`config.mk`:
```
export PLATFORM = sky130hd
export DESIGN_NAME = seg_xlat
export DESIGN_NICKNAME = d
export VERILOG_FILES = /design/src/rtl/seg_xlat_pkg.sv /design/src/rtl/seg_map_store.sv /design/src/rtl/seg_check.sv /design/src/rtl/seg_xlat.sv
export SDC_FILE = /design/constraint.sdc
export NUM_CORES = 1
export LEC_CHECK = 0
export ABC_CLOCK_PERIOD_IN_PS = 8250
export CAP_MARGIN = 40
export CELL_PAD_IN_SITES_DETAIL_PLACEMENT = 2
export CELL_PAD_IN_SITES_GLOBAL_PLACEMENT = 2
export CORE_ASPECT_RATIO = 1.2
export CORE_MARGIN = 10
export CORE_UTILIZATION = 48
export CTS_CLUSTER_SIZE = 8
export DETAILED_ROUTE_END_ITERATION = 10
export GPL_TIMING_DRIVEN = 0
export HOLD_SLACK_MARGIN = 0.05
export PLACE_DENSITY_LB_ADDON = 0.1
export SLEW_MARGIN = 20
export SYNTH_ARGS = -nofsm -noshare
export SYNTH_HDL_FRONTEND = slang
export SYNTH_HIERARCHICAL = 1
export SYNTH_SLANG_ARGS = --single-unit
```
`constraint.sdc`:
```
create_clock -name clk -period 8.25 [get_ports clk]
set_input_delay 1.65 -clock clk [delete_from_list [all_inputs] [get_ports clk]]
set_output_delay 1.65 -clock clk [all_outputs]
set_load 0.05 [all_outputs]
```
`src/rtl/seg_xlat_pkg.sv`:
```
package seg_xlat_pkg;

    typedef enum logic [1:0] {
        ACC_RD  = 2'd0,
        ACC_WR  = 2'd1,
        ACC_EX  = 2'd2,
        ACC_RSV = 2'd3
    } acc_t;

    typedef enum logic [1:0] {
        FC_RANGE   = 2'd0,
        FC_INVALID = 2'd1,
        FC_LIMIT   = 2'd2,
        FC_PERM    = 2'd3
    } fcause_t;

    typedef enum logic [1:0] {
        XS_IDLE,
        XS_DONE,
        XS_FAULT
    } xl_state_t;

    localparam int PERM_W = 3;
    localparam int PERM_R = 0;
    localparam int PERM_WR = 1;
    localparam int PERM_X = 2;

endpackage

```
`src/rtl/seg_map_store.sv`:
```
module seg_map_store
    import seg_xlat_pkg::*;
#(
    parameter int NUM_SEGS = 8,
    parameter int OFF_W    = 16,
    parameter int BASE_W   = 24,
    localparam int IW      = $clog2(NUM_SEGS)
) (
    input  logic              clk,
    input  logic              rst_n,
    input  logic              we,
    input  logic [IW-1:0]     widx,
    input  logic [BASE_W-1:0] wbase,
    input  logic [OFF_W-1:0]  wlimit,
    input  logic              wvalid,
    input  logic [PERM_W-1:0] wperm,
    input  logic [IW-1:0]     ridx,
    output logic [BASE_W-1:0] rbase,
    output logic [OFF_W-1:0]  rlimit,
    output logic              rvalid,
    output logic [PERM_W-1:0] rperm
);

    logic [BASE_W-1:0] base_q  [NUM_SEGS];
    logic [OFF_W-1:0]  limit_q [NUM_SEGS];
    logic [PERM_W-1:0] perm_q  [NUM_SEGS];
    logic [NUM_SEGS-1:0] valid_q;

    for (genvar g = 0; g < NUM_SEGS; g++) begin : g_ent
        always_ff @(posedge clk or negedge rst_n) begin
            if (!rst_n) begin
                base_q[g]  <= '0;
                limit_q[g] <= '0;
                perm_q[g]  <= '0;
                valid_q[g] <= 1'b0;
            end else if (we && widx == IW'(g)) begin
                base_q[g]  <= wbase;
                limit_q[g] <= wlimit;
                perm_q[g]  <= wperm;
                valid_q[g] <= wvalid;
            end
        end
    end

    assign rbase  = base_q[ridx];
    assign rlimit = limit_q[ridx];
    assign rvalid = valid_q[ridx];
    assign rperm  = perm_q[ridx];


    desc_write_lands_chk: assert property (@(posedge clk) disable iff (!rst_n)
        we |=> (valid_q[$past(widx)] == $past(wvalid)) && (base_q[$past(widx)] == $past(wbase)));

endmodule

```
`src/rtl/seg_check.sv`:
```
module seg_check
    import seg_xlat_pkg::*;
#(
    parameter int NUM_SEGS = 8,
    parameter int OFF_W    = 16,
    parameter int BASE_W   = 24,
    localparam int IW      = $clog2(NUM_SEGS),
    localparam int CW      = $clog2(NUM_SEGS + 1)
) (
    input  logic [CW-1:0]     seg_count,
    input  logic [IW-1:0]     seg,
    input  logic [OFF_W-1:0]  off,
    input  acc_t              acc,
    input  logic [BASE_W-1:0] e_base,
    input  logic [OFF_W-1:0]  e_limit,
    input  logic              e_valid,
    input  logic [PERM_W-1:0] e_perm,
    output logic              bad,
    output fcause_t           cause,
    output logic [BASE_W-1:0] paddr
);

    logic perm_ok;

    always_comb begin
        unique case (acc)
            ACC_RD:  perm_ok = e_perm[PERM_R];
            ACC_WR:  perm_ok = e_perm[PERM_WR];
            ACC_EX:  perm_ok = e_perm[PERM_X];
            default: perm_ok = 1'b0;
        endcase
    end

    always_comb begin
        bad   = 1'b1;
        cause = FC_RANGE;
        if (CW'(seg) >= seg_count) begin
            cause = FC_RANGE;
        end else if (!e_valid) begin
            cause = FC_INVALID;
        end else if (off >= e_limit) begin
            cause = FC_LIMIT;
        end else if (!perm_ok) begin
            cause = FC_PERM;
        end else begin
            bad = 1'b0;
        end
    end

    assign paddr = e_base + BASE_W'(off);

endmodule

```
`src/rtl/seg_xlat.sv`:
```
module seg_xlat
    import seg_xlat_pkg::*;
#(
    parameter int NUM_SEGS = 8,
    parameter int OFF_W    = 16,
    parameter int BASE_W   = 24,
    localparam int IW      = $clog2(NUM_SEGS),
    localparam int CW      = $clog2(NUM_SEGS + 1)
) (
    input  logic              clk,
    input  logic              rst_n,
    input  logic              req_valid,
    input  logic [IW-1:0]     req_seg,
    input  logic [OFF_W-1:0]  req_off,
    input  logic [1:0]        req_acc,
    input  logic              cnt_we,
    input  logic [CW-1:0]     cnt_wdata,
    input  logic              map_we,
    input  logic [IW-1:0]     map_idx,
    input  logic [BASE_W-1:0] map_base,
    input  logic [OFF_W-1:0]  map_limit,
    input  logic              map_valid,
    input  logic [PERM_W-1:0] map_perm,
    output logic              done,
    output logic [BASE_W-1:0] phys_addr,
    output logic              fault,
    output logic [1:0]        fault_cause
);

    xl_state_t         state_q;
    logic [CW-1:0]     seg_count_q;
    logic [BASE_W-1:0] e_base;
    logic [OFF_W-1:0]  e_limit;
    logic              e_valid;
    logic [PERM_W-1:0] e_perm;
    logic              chk_bad;
    fcause_t           chk_cause;
    logic [BASE_W-1:0] chk_paddr;
    logic [BASE_W-1:0] paddr_q;
    fcause_t           cause_q;

    seg_map_store #(.NUM_SEGS(NUM_SEGS), .OFF_W(OFF_W), .BASE_W(BASE_W)) i_store (
        .clk(clk), .rst_n(rst_n),
        .we(map_we), .widx(map_idx), .wbase(map_base), .wlimit(map_limit),
        .wvalid(map_valid), .wperm(map_perm),
        .ridx(req_seg),
        .rbase(e_base), .rlimit(e_limit), .rvalid(e_valid), .rperm(e_perm)
    );

    seg_check #(.NUM_SEGS(NUM_SEGS), .OFF_W(OFF_W), .BASE_W(BASE_W)) i_check (
        .seg_count(seg_count_q), .seg(req_seg), .off(req_off), .acc(acc_t'(req_acc)),
        .e_base(e_base), .e_limit(e_limit), .e_valid(e_valid), .e_perm(e_perm),
        .bad(chk_bad), .cause(chk_cause), .paddr(chk_paddr)
    );

    always_ff @(posedge clk or negedge rst_n) begin
        if (!rst_n)      seg_count_q <= '0;
        else if (cnt_we) seg_count_q <= cnt_wdata;
    end

    // State register: the next state depends only on the current request.
    always_ff @(posedge clk or negedge rst_n) begin
        if (!rst_n)         state_q <= XS_IDLE;
        else if (!req_valid) state_q <= XS_IDLE;
        else if (chk_bad)   state_q <= XS_FAULT;
        else                state_q <= XS_DONE;
    end

    // Result registers that travel with the state.
    always_ff @(posedge clk or negedge rst_n) begin
        if (!rst_n) begin
            paddr_q <= '0;
            cause_q <= FC_RANGE;
        end else begin
            paddr_q <= (req_valid && !chk_bad) ? chk_paddr : '0;
            cause_q <= (req_valid && chk_bad) ? chk_cause : FC_RANGE;
        end
    end

    always_comb begin
        unique case (state_q)
            XS_DONE:  begin done = 1'b1; fault = 1'b0; end
            XS_FAULT: begin done = 1'b0; fault = 1'b1; end
            default:  begin done = 1'b0; fault = 1'b0; end
        endcase
    end

    assign phys_addr   = paddr_q;
    assign fault_cause = cause_q;


    idle_quiet_chk: assert property (@(posedge clk) disable iff (!rst_n)
        !req_valid |=> (!done && !fault));


    one_result_chk: assert property (@(posedge clk) disable iff (!rst_n)
        req_valid |=> (done != fault));


    fault_no_addr_chk: assert property (@(posedge clk) disable iff (!rst_n)
        fault |-> (phys_addr == '0 && !done));


    range_fault_chk: assert property (@(posedge clk) disable iff (!rst_n)
        (req_valid && CW'(req_seg) >= seg_count_q) |=> (fault && fault_cause == FC_RANGE));

endmodule

```
# After elaboration in Yosys (flattened, before gate mapping)
# Cells that the tools add are included.
[classes]
n_addsub = 1
order_cmp = 4
eq_ne = 11
n_mux = 26
bitwise_logic = 1
reduce_logical = 13
[op_table]
columns = ["cell", "count"]
rows = [
  ["$bmux W24 S3", 1],
  ["$mux W24", 3],
  ["$bmux W16 S3", 1],
  ["$mux W16", 2],
  ["$add A24 B16 Y24", 1],
  ["$ge A16 B16 Y1", 1],
  ["$mux W2", 7],
  ["$eq A3 B3 Y1 const B", 4],
  ["$logic_and A1 B1 Y1", 10],
  ["$bmux W3 S3", 1],
  ["$mux W1", 7],
  ["$eq A3 B2 Y1 const B", 2],
  ["$mux W3", 2],
  ["$eq A2 B1 Y1 const B", 2],
  ["$eq A2 B2 Y1 const B", 2],
  ["$ge A3 B4 Y1", 1],
  ["$ge A4 B4 Y1 const B", 1],
  ["$lt A3 B4 Y1 const B", 1],
  ["$not A3 Y4", 1],
  ["$bmux W1 S3", 1],
  ["$eq A3 B1 Y1 const B", 1],
  ["$logic_not A3 Y1", 1],
  ["$pmux W1 S3", 1],
  ["$logic_not A2 Y1", 1],
  ["$logic_not A1 Y1", 1],
]
[totals]
register_bits = 384
input_bits = 77
out_inout_bits = 28
wordCells = 92

# Depth between registers and ports, before layout
# Gate-level depths: netlist of run 1.
[logic_depth]
depth_word = 12
depth_mapped = 15
ltp_nobuf = 11

# Modules after synthesis
# Netlist of run 1, hierarchy kept.
[by_module_without_submodules]
columns = ["mod", "n_inst", "cells_per_inst", "area_per_inst_um2", "seq_area_each_um2"]
rows = [
  ["seg_map_store", 1, 908, 15785.1, 8808.4],
  ["seg_check", 1, 205, 1555.2, 0.0],
  ["seg_xlat", 1, 70, 1131.1, 800.8],
]

# Worst setup path before layout of run 1
# No wires, ideal clock.
[synth_path]
kind = "input-to-reg"
from = "input port req_seg[0]"
to = "register paddr_q[12] (netlist: phys_addr[12])"
setup_time_ps = 67
arrival_ps = 5095
required_time_ps = 8183
slack_ps = 3088
cell_stages = 13
n_path_buf = 2
cell_sequence = "buf_6 > buf_2 > mux4_2 > mux2_2 > ha_1 > fa_1 > a21o_2 > a311o_2 > a21o_1 > a21oi_2 > mux2_1 > a311oi_1 > and3b_1"
[synth_between]
word_cells_on_any_way = 23
classes_between = "add/sub: 1; order compare: 2; mux: 17; bitwise: 1; reduce/logical: 2"
[synth_rtl]
columns = ["element", "line", "source"]
rows = [
  ["start, declared", "seg_xlat.sv:13", "input logic [IW-1:0] req_seg,"],
  ["$not A3 Y4 (not written as such)", "seg_map_store.sv:45", "assign rbase = base_q[ridx];"],
  ["$bmux W24 S3", "seg_map_store.sv:45", ""],
  ["$mux W24 (not written as such) (2 in a row)", "seg_map_store.sv:45", ""],
  ["net e_base[0]", "seg_xlat.sv:32", "logic [BASE_W-1:0] e_base;"],
  ["$add A24 B16 Y24", "seg_check.sv:50", "assign paddr = e_base + BASE_W'(off);"],
  ["net chk_paddr[12]", "seg_xlat.sv:38", "logic [BASE_W-1:0] chk_paddr;"],
  ["$mux W24", "seg_xlat.sv:75", "paddr_q <= (req_valid && !chk_bad) ? chk_paddr : '0;"],
  ["end signal, assigned", "seg_xlat.sv:75", ""],
  ["end, declared", "seg_xlat.sv:39", "logic [BASE_W-1:0] paddr_q;"],
]
# The timed path passes the listed nets, and every way through them passes these cells. The select of a mux whose other input is x is not followed.
# A chain may end at the register's enable or synchronous reset.

# Worst setup path after layout of run 1
[layout_path]
from = "input port req_seg[2]"
to = "register paddr_q[12] (netlist: phys_addr[12])"
[layout_between]
word_cells_on_any_way = 23
classes_between = "add/sub: 1; order compare: 2; mux: 17; bitwise: 1; reduce/logical: 2"
[layout_rtl]
columns = ["element", "line", "source"]
rows = [
  ["$not A3 Y4 (not written as such)", "seg_map_store.sv:46", "assign rlimit = limit_q[ridx];"],
  ["$bmux W16 S3", "seg_map_store.sv:46", ""],
  ["$mux W16 (not written as such) (2 in a row)", "seg_map_store.sv:46", ""],
  ["net e_limit[0]", "seg_xlat.sv:33", "logic [OFF_W-1:0] e_limit;"],
  ["$ge A16 B16 Y1", "seg_check.sv:41", "end else if (off >= e_limit) begin"],
  ["$mux W1", "seg_check.sv:41", ""],
  ["$mux W1", "seg_check.sv:39", "end else if (!e_valid) begin"],
  ["$mux W1", "seg_check.sv:37", "if (CW'(seg) >= seg_count) begin"],
  ["net chk_bad", "seg_xlat.sv:36", "logic chk_bad;"],
  ["$logic_not A1 Y1", "seg_xlat.sv:75", ""],
  ["$logic_and A1 B1 Y1", "seg_xlat.sv:75", ""],
  ["$mux W24", "seg_xlat.sv:75", ""],
]
# The timed path passes the listed nets, and every way through them passes these cells. The select of a mux whose other input is x is not followed.

==> results of run 1 <==
power by group through the flow:
stage	Combinational, mW	Sequential [mW]	Clock (mW)
global placement	1.27	2.48	0
floorplan	0.942	2.45	0
finish	1.38	2.50	1.93
global route	1.49	2.55	2.07
detailed placement	1.35	2.51	0
CTS	1.39	2.50	1.98
worst max-delay path: cells and delay by family:
kind	cells	cell delay, ns
buf+inv	5	2.07
simple gates	3	0.95
compound gates	4	0.90
mux	2	0.71
fa+ha+maj	1	0.31
worst paths after layout:
check / from / end / slack, ns / depth (start not counted)
max: req_seg[2] / phys_addr[12] / 2.14 / 15
min: i_store/base_q[172] / i_store/base_q[172] / 0.49 / 1
max reg2reg: i_store/base_q[120] / phys_addr[12] / 4.39 / 11
min reg2reg: i_store/base_q[172] / i_store/base_q[172] / 0.49 / 1
max in group asynchronous: rst_n / i_store/limit_q[66] / 5.69 / 4
min in group asynchronous: rst_n / i_store/base_q[129] / 0.95 / 1
metal layers:
layer,part of all wire,global-route usage
met5,0.00024,0
met4,0.020,0.0635
met3,0.046,0.0414
met2,0.53,0.426
met1,0.41,0.299
layout make-up:
| class | instances | share of cell area |
|---|---|---|
| clock buffers | 55 | 0.0635 |
| clock inverters | 1 | 0.000404 |
| flip-flops and latches | 384 | 0.444 |
| plain buffers | 71 | 0.0210 |
| inverters | 23 | 0.00399 |
| repair buffers | 112 | 0.0557 |
| multi-input cells | 705 | 0.384 |
| well taps | 480 | 0.0277 |
cell usage in the layout, fill, tap and decap left out, types with 4 or more instances in the layout:
cell             netlist  routed
clkdlybuf4s50_1        0      99
o21ai_2                4       4
dfrtp_1              384     384
clkbuf_16              0      55
buf_6                  7      13
buf_16                 0       4
nand4_1                8       8
xnor2_1                8       8
clkbuf_1              13      13
nor2b_1                6       6
and3_1                 5       5
inv_1                 23      23
a21oi_1               18      18
ha_1                  35      35
mux2_4                12      12
o21ai_0                7       7
nand2_1               13      13
mux2_1                 4       4
and3b_1               24      24
nand3_1                6       6
o21ai_1                4       4
buf_4                 11      12
mux2_2               385     385
buf_2                 37      37
mux4_2                88      88
xor2_1                12      12
a21o_1                 5       5
nor2_1                 8       8
per-stage QoR:
stage | utilization | hold WS, ns | setup WS (ns)
2_1_floorplan | - | 0.453 | 3.09
3_3_place_gp | 0.529 | 0.471 | -11.15
3_5_place_dp | 0.533 | 0.484 | 1.55
4_1_cts | 0.570 | 0.495 | 2.15
5_1_grt | 0.571 | 0.513 | 1.95
6_report | 0.571 | 0.490 | 2.14
flip-flops by register name, indices dropped and copies added (netlist names):
| name | count |
|---|---|
| fault_cause | 2 |
| state_q | 2 |
| seg_count_q | 4 |
| i_store/valid_q | 8 |
| phys_addr | 24 |
| i_store/limit_q | 128 |
| i_store/perm_q | 24 |
| i_store/base_q | 192 |
cell families (layout without fill, tap and decap cells):
kind of cell	after synthesis	count (layout)	synth area share
multiplexers	490	490	0.355
AND/OR/NAND/NOR	90	90	0.0329
buffers and inverters	94	262	0.0293
adder cells (fa/ha/maj)	36	36	0.0248
AO/OA/AOI/OAI	69	69	0.0285
XOR/XNOR	20	20	0.00948
flip-flops	384	384	0.520
==> impl_summary.log, run 1 <==
[metrics] result of the run: finished clean
[metrics] die area: 46800 µm²
[metrics] worst hold-check path type: flop to flop
[metrics] wire length of the first global-routing pass: 85400 µm
[metrics] n_diodes: 0
[metrics] fin. max-slew vios: 0
[metrics] Longest Clk Path Bufs: 3
[metrics] count of state elements after synthesis: 384
[metrics] height of the die: 235 µm
[metrics] gp weighted congestion: 0.832
[metrics] portion of the clock cycle consumed by the worst path in the final layout: 0.740
[metrics] pin slew with the least headroom to its limit: 0.884 ns
[metrics] post-synthesis cell type with the largest combined area: dfrtp_1
[metrics] vias in the first global route: 13247
[metrics] aggregate global-route resource usage: 0.242
[metrics] leading cell type by number of instances after synthesis: mux2_2
[metrics] net count of the mapped netlist: between 1000 and 1500
[metrics] most numerous cell types in the synthesized netlist: 385 x mux2_2, 384 x dfrtp_1, 88 x mux4_2, 37 x buf_2, 35 x ha_1
[metrics] number of rows in the core area: 78
[metrics] synthesized instance count: ~1200
[metrics] die extent in x: 199 µm
[metrics] Finish-stage setup viols: 0
[metrics] Worst path slowest cell: or3_1
[metrics] Max Cap Viol: 0
[metrics] number of flops mapped to enable cells by yosys: 0
[metrics] register area share after synthesis: 0.520
[metrics] cts-stage hold buffer count: 0
[metrics] DRC marker count from the first detailed-route iteration: 470
[metrics] endpoints failing hold: 0
[metrics] net total in the final layout: ~1500
[metrics] final HPWL from detailed placement: 36100 µm
[metrics] part of the total power dissipated in sequential elements: 0.431
[metrics] maximum fanout along the worst path: 10
[metrics] area of the placeable core: 38000 µm²
[metrics] # H-tree levels: 2
[metrics] Startpoint Class: input pin
[metrics] CP required: a little under 9 ns
[metrics] Max VDD drop: 0.000191 V
[metrics] starting density of the core: 0.487
[metrics] Worst path max stage delay: between 0.5 and 0.6 ns
[metrics] fraction of power spent switching nets: 0.282
[metrics] placed cell count: 1772
[metrics] combinational power share: 0.237
[metrics] RSZ-0062 raised after global routing: false
[metrics] num ports: 105
[metrics] critical path capture point type: flop
[metrics] Peak Freq: 164 MHz
[metrics] post-route standard cell area excluding fillers: ~22000 µm²
[metrics] Avg Vias per Cell: 6.01
[metrics] Routed Wire Length: 54900 µm
[metrics] arrival time worst endpoint: 6.61 ns
[metrics] clk_skew: between 0.015 and 0.02 ns
[metrics] Port Buffers: 100
[metrics] average routed wire per standard cell: 30.0 µm
[metrics] initial antenna violation count: 1
[metrics] CTS clock-pin slew for the worst setup and hold paths: 0.05 ns
[metrics] post-layout minimum cycle time: 6.11 ns
[metrics] layout overhead on the synthesized area: 17.3%
[metrics] pin count of the biggest net entering global routing: 99
[metrics] total CTS buffers: 53
[metrics] dominant cells by area after synthesis: dfrtp_1 52%, mux2_2 23%, mux4_2 11%
[metrics] sinks on the clock net: 384
[metrics] number of distinct library cells after synthesis: 64
[metrics] leakage: 9.39 nW
[metrics] headroom to the max-slew limit: 0.410
[metrics] area used by multi-input combinational logic: 8320 µm²
[metrics] Mapped Avg Cell Area: 15.6 µm²
[metrics] post-synth design cell area: ~18000 µm²
[metrics] CTS tree: yes
[metrics] clock network power share: 0.332
[metrics] ordered list of cells on the worst path: clkdlybuf4s50_1 > clkbuf_1 > buf_2 > buf_2 > mux4_2 > mux2_2 > ha_1 > nand2b_1 > a21o_1 > a21oi_1 > o21ai_1 > a211o_1 > or3_1 > buf_6 > and3b_1
[metrics] critical setup path kind: input pin to flop
[metrics] cell chosen for the clock root: clkbuf_16
[metrics] remaining number of nets flagged by the antenna check after routing: 0
[metrics] GR Overflow Total: 0
[metrics] power spent charging and discharging nets: 1.64 mW
[metrics] sequential cell area: a little under 10000 µm²
[metrics] number of gates resized after cts: 0
[metrics] post-layout power: 5.81 mW
[metrics] area after detailed placement: 20200 µm²
[metrics] cell with the most instances on the worst path: buf_2
[metrics] power per standard cell area: 268 nW/µm²
[metrics] filler cell count: 3316
[metrics] Async S/R FF share, synth: 1.00
[metrics] primary flip-flop cell chosen by synthesis mapping: dfrtp_1
[metrics] DR DRC count: 0
[metrics] ratio of cells with drive above 1 in the final layout: 0.467
[metrics] internal power: roughly 4.2 mW
[metrics] sum of negative setup slack: 0 ns
[metrics] post-route non-filler standard cell count: 1831
[metrics] Syn. warnings: 6
[metrics] clock latency on the worst-skew pair: 0.59 ns
[metrics] Yosys top cell area share: 0.520
[metrics] # Post-CTS Setup Buffers: 0
[metrics] routed vias: 11005
[metrics] Initial DRT Pass Iterations: 6
No activity file was read; power rests on OpenSTA's default activity.
==> run 2, diff against run 1 <==
Settings changed: ABC_CLOCK_PERIOD_IN_PS 8250 to 5550, CORE_UTILIZATION 48 to 40.
Clock period 8.25 ns to 5.55 ns, I/O delays scaled along.
==> impl_summary.log, run 2 (synthesis gave the netlist of run 1 again) <==
[metrics] result of the run: finished clean
[metrics] power spent charging and discharging nets: 2.36 mW
[metrics] Avg Vias per Cell: 5.47
[metrics] portion of the clock cycle consumed by the worst path in the final layout: 0.958
[metrics] total met2 wirelength after detailed routing: between 20000 and 30000 µm
[metrics] pin slew with the least headroom to its limit: around 0.8 ns
[metrics] part of the total power dissipated in sequential elements: 0.427
[metrics] CTS tree: yes
[metrics] sequential cell area: 9610 µm²
[metrics] GR Overflow Total: 0
[metrics] layout overhead on the synthesized area: 18.7%
[metrics] # H-tree levels: 2
[metrics] Routed Wire Length: roughly 52000 µm
[metrics] CP required: ~6 ns
[metrics] leakage: 9.43 nW
[metrics] ratio of cells with drive above 1 in the final layout: 0.469
[metrics] die area: approximately 55000 µm²
[metrics] maximum fanout along the worst path: 10
[metrics] Finish-stage setup viols: 0
[metrics] area used by multi-input combinational logic: 8320 µm²
[metrics] post-route standard cell area excluding fillers: 21900 µm²
[metrics] average routed wire per standard cell: 26.4 µm
[metrics] arrival time worst endpoint: 5.77 ns
[metrics] Startpoint Class: input pin
[metrics] fin. max-slew vios: 0
[metrics] internal power: 6.27 mW
[metrics] starting density of the core: 0.403
[metrics] die extent in x: ~220 µm
[metrics] gp weighted congestion: 0.758
[metrics] cell chosen for the clock root: clkbuf_16
[metrics] max FFs per register: between 150 and 200
[metrics] sinks on the clock net: 384
[metrics] Max VDD drop: between 0.0002 and 0.0003 V
[metrics] DR DRC count: 0
[metrics] Peak Freq: 188 MHz
[metrics] num ports: 105
[metrics] critical path capture point type: flop
[metrics] post-layout minimum cycle time: 5.32 ns
[metrics] DRC marker count from the first detailed-route iteration: 509
[metrics] fraction of power spent switching nets: 0.273
[metrics] Longest Clk Path Bufs: 3
[metrics] registers with the most flip-flops: i_store/base_q x192, i_store/limit_q x128
[metrics] critical setup path kind: input pin to flop
[metrics] worst hold-check path type: input pin to async pin
[metrics] cts-stage hold buffer count: 0
[metrics] post-route non-filler standard cell count: 1972
[metrics] post-layout power: 8.63 mW
[metrics] area after detailed placement: 20500 µm²
[metrics] Top reg by flops: i_store/base_q
[metrics] n_diodes: 0
[metrics] clock network power share: 0.342
[metrics] clock latency on the worst-skew pair: 0.60 ns
[metrics] filler cell count: 4289
[metrics] leading cell types in the layout, fill and taps excluded: 385 x mux2_2, 384 x dfrtp_1, 99 x clkdlybuf4s50_1
[metrics] placed cell count: 1912
[metrics] sum of negative setup slack: 0 ns
[metrics] remaining number of nets flagged by the antenna check after routing: 0
[metrics] number of rows in the core area: 86
[metrics] Final Hold Slack: 0.468 ns
[metrics] met3 WL: about 1700 µm
[metrics] pin count of the biggest net entering global routing: 97
[metrics] height of the die: 255 µm
[metrics] Max Cap Viol: 0
[metrics] area of the placeable core: 45800 µm²
[metrics] commonest non-fill, non-tap cell in the layout: mux2_2
[metrics] wire length of the first global-routing pass: just over 80000 µm
[metrics] Initial DRT Pass Iterations: 4
[metrics] aggregate global-route resource usage: 0.192
[metrics] initial antenna violation count: 1
[metrics] endpoints failing hold: 0
[metrics] Port Buffers: 100
[metrics] CTS clock-pin slew for the worst setup and hold paths: roughly 0.050 ns
[metrics] RSZ-0062 raised after global routing: false
[metrics] combinational power share: 0.231
[metrics] clk_skew: roughly 0.020 ns
[metrics] vias in the first global route: 12673
[metrics] final HPWL from detailed placement: ~36000 µm
[metrics] net total in the final layout: 1465
[metrics] total CTS buffers: 54
[metrics] routed vias: 10793
[metrics] wire length on met1: 22700 µm
[metrics] power per standard cell area: 394 nW/µm²
[metrics] top layer reached by signal wires: met5
[metrics] headroom to the max-slew limit: 0.461
## run 2: final timing paths
kind                                     startpoint                   to  slack [ns]  depth (start not counted)
min in group clk                i_store/limit_q[24]  i_store/limit_q[24]        0.50                          1
worst min register to register  i_store/limit_q[24]  i_store/limit_q[24]        0.50                          1
worst max-delay path                     req_seg[2]       fault_cause[0]        0.23                         15
worst min-delay path                          rst_n  i_store/limit_q[26]        0.47                          1
max in group asynchronous                     rst_n        phys_addr[19]        4.16                          2
worst max register to register    i_store/base_q[0]        phys_addr[12]        1.78                         11
## run 2: power groups by stage
stage	logic, mW	registers [mW]	clock network [mW]
finish	2.00	3.68	2.95
global route	2.18	3.76	3.18
CTS	2.03	3.68	3.06
detailed placement	2.01	3.72	0
global placement	1.92	3.69	0
floorplan	1.40	3.64	0
## run 2: through the flow
stage	setup slack, ns	util
6_report	0.235	0.478
3_3_place_gp	-13.90	0.442
4_1_cts	0.0730	0.478
3_5_place_dp	-0.539	0.447
2_1_floorplan	0.928	-
5_1_grt	0.0693	0.478
## run 2: timing repair
action	in CTS	in global routing
hold endpoints to repair	0	0
resized for setup	0	2
endpoints found under the setup margin	0	20
buffers inserted	0	0
## run 2: final cells by class
class	instances	share of cell area
multi-input cells	705	0.380
well taps	616	0.0352
repair buffers	113	0.0559
clock buffers	59	0.0659
flip-flops and latches	384	0.438
clock inverters	1	0.000342
plain buffers	71	0.0208
inverters	23	0.00394
## run 2: critical path, cell delays in order
cell,delay (ns)
clkdlybuf4s50_1,0.58
clkbuf_2,0.28
buf_2,0.37
buf_2,0.42
mux4_2,0.37
mux2_2,0.31
ha_1,0.29
nand2b_1,0.15
a21o_1,0.18
a21oi_1,0.30
o21ai_1,0.14
a211o_1,0.33
or3_1,0.54
buf_6,0.21
and3_1,0.18
## run 2: per-layer routing
layer / vias to the layer above / global-route usage
met5: - / 0
met4: 2 / 0.0490
met3: 57 / 0.0323
met2: 154 / 0.333
met1: 5835 / 0.244
li1: 4745 / -
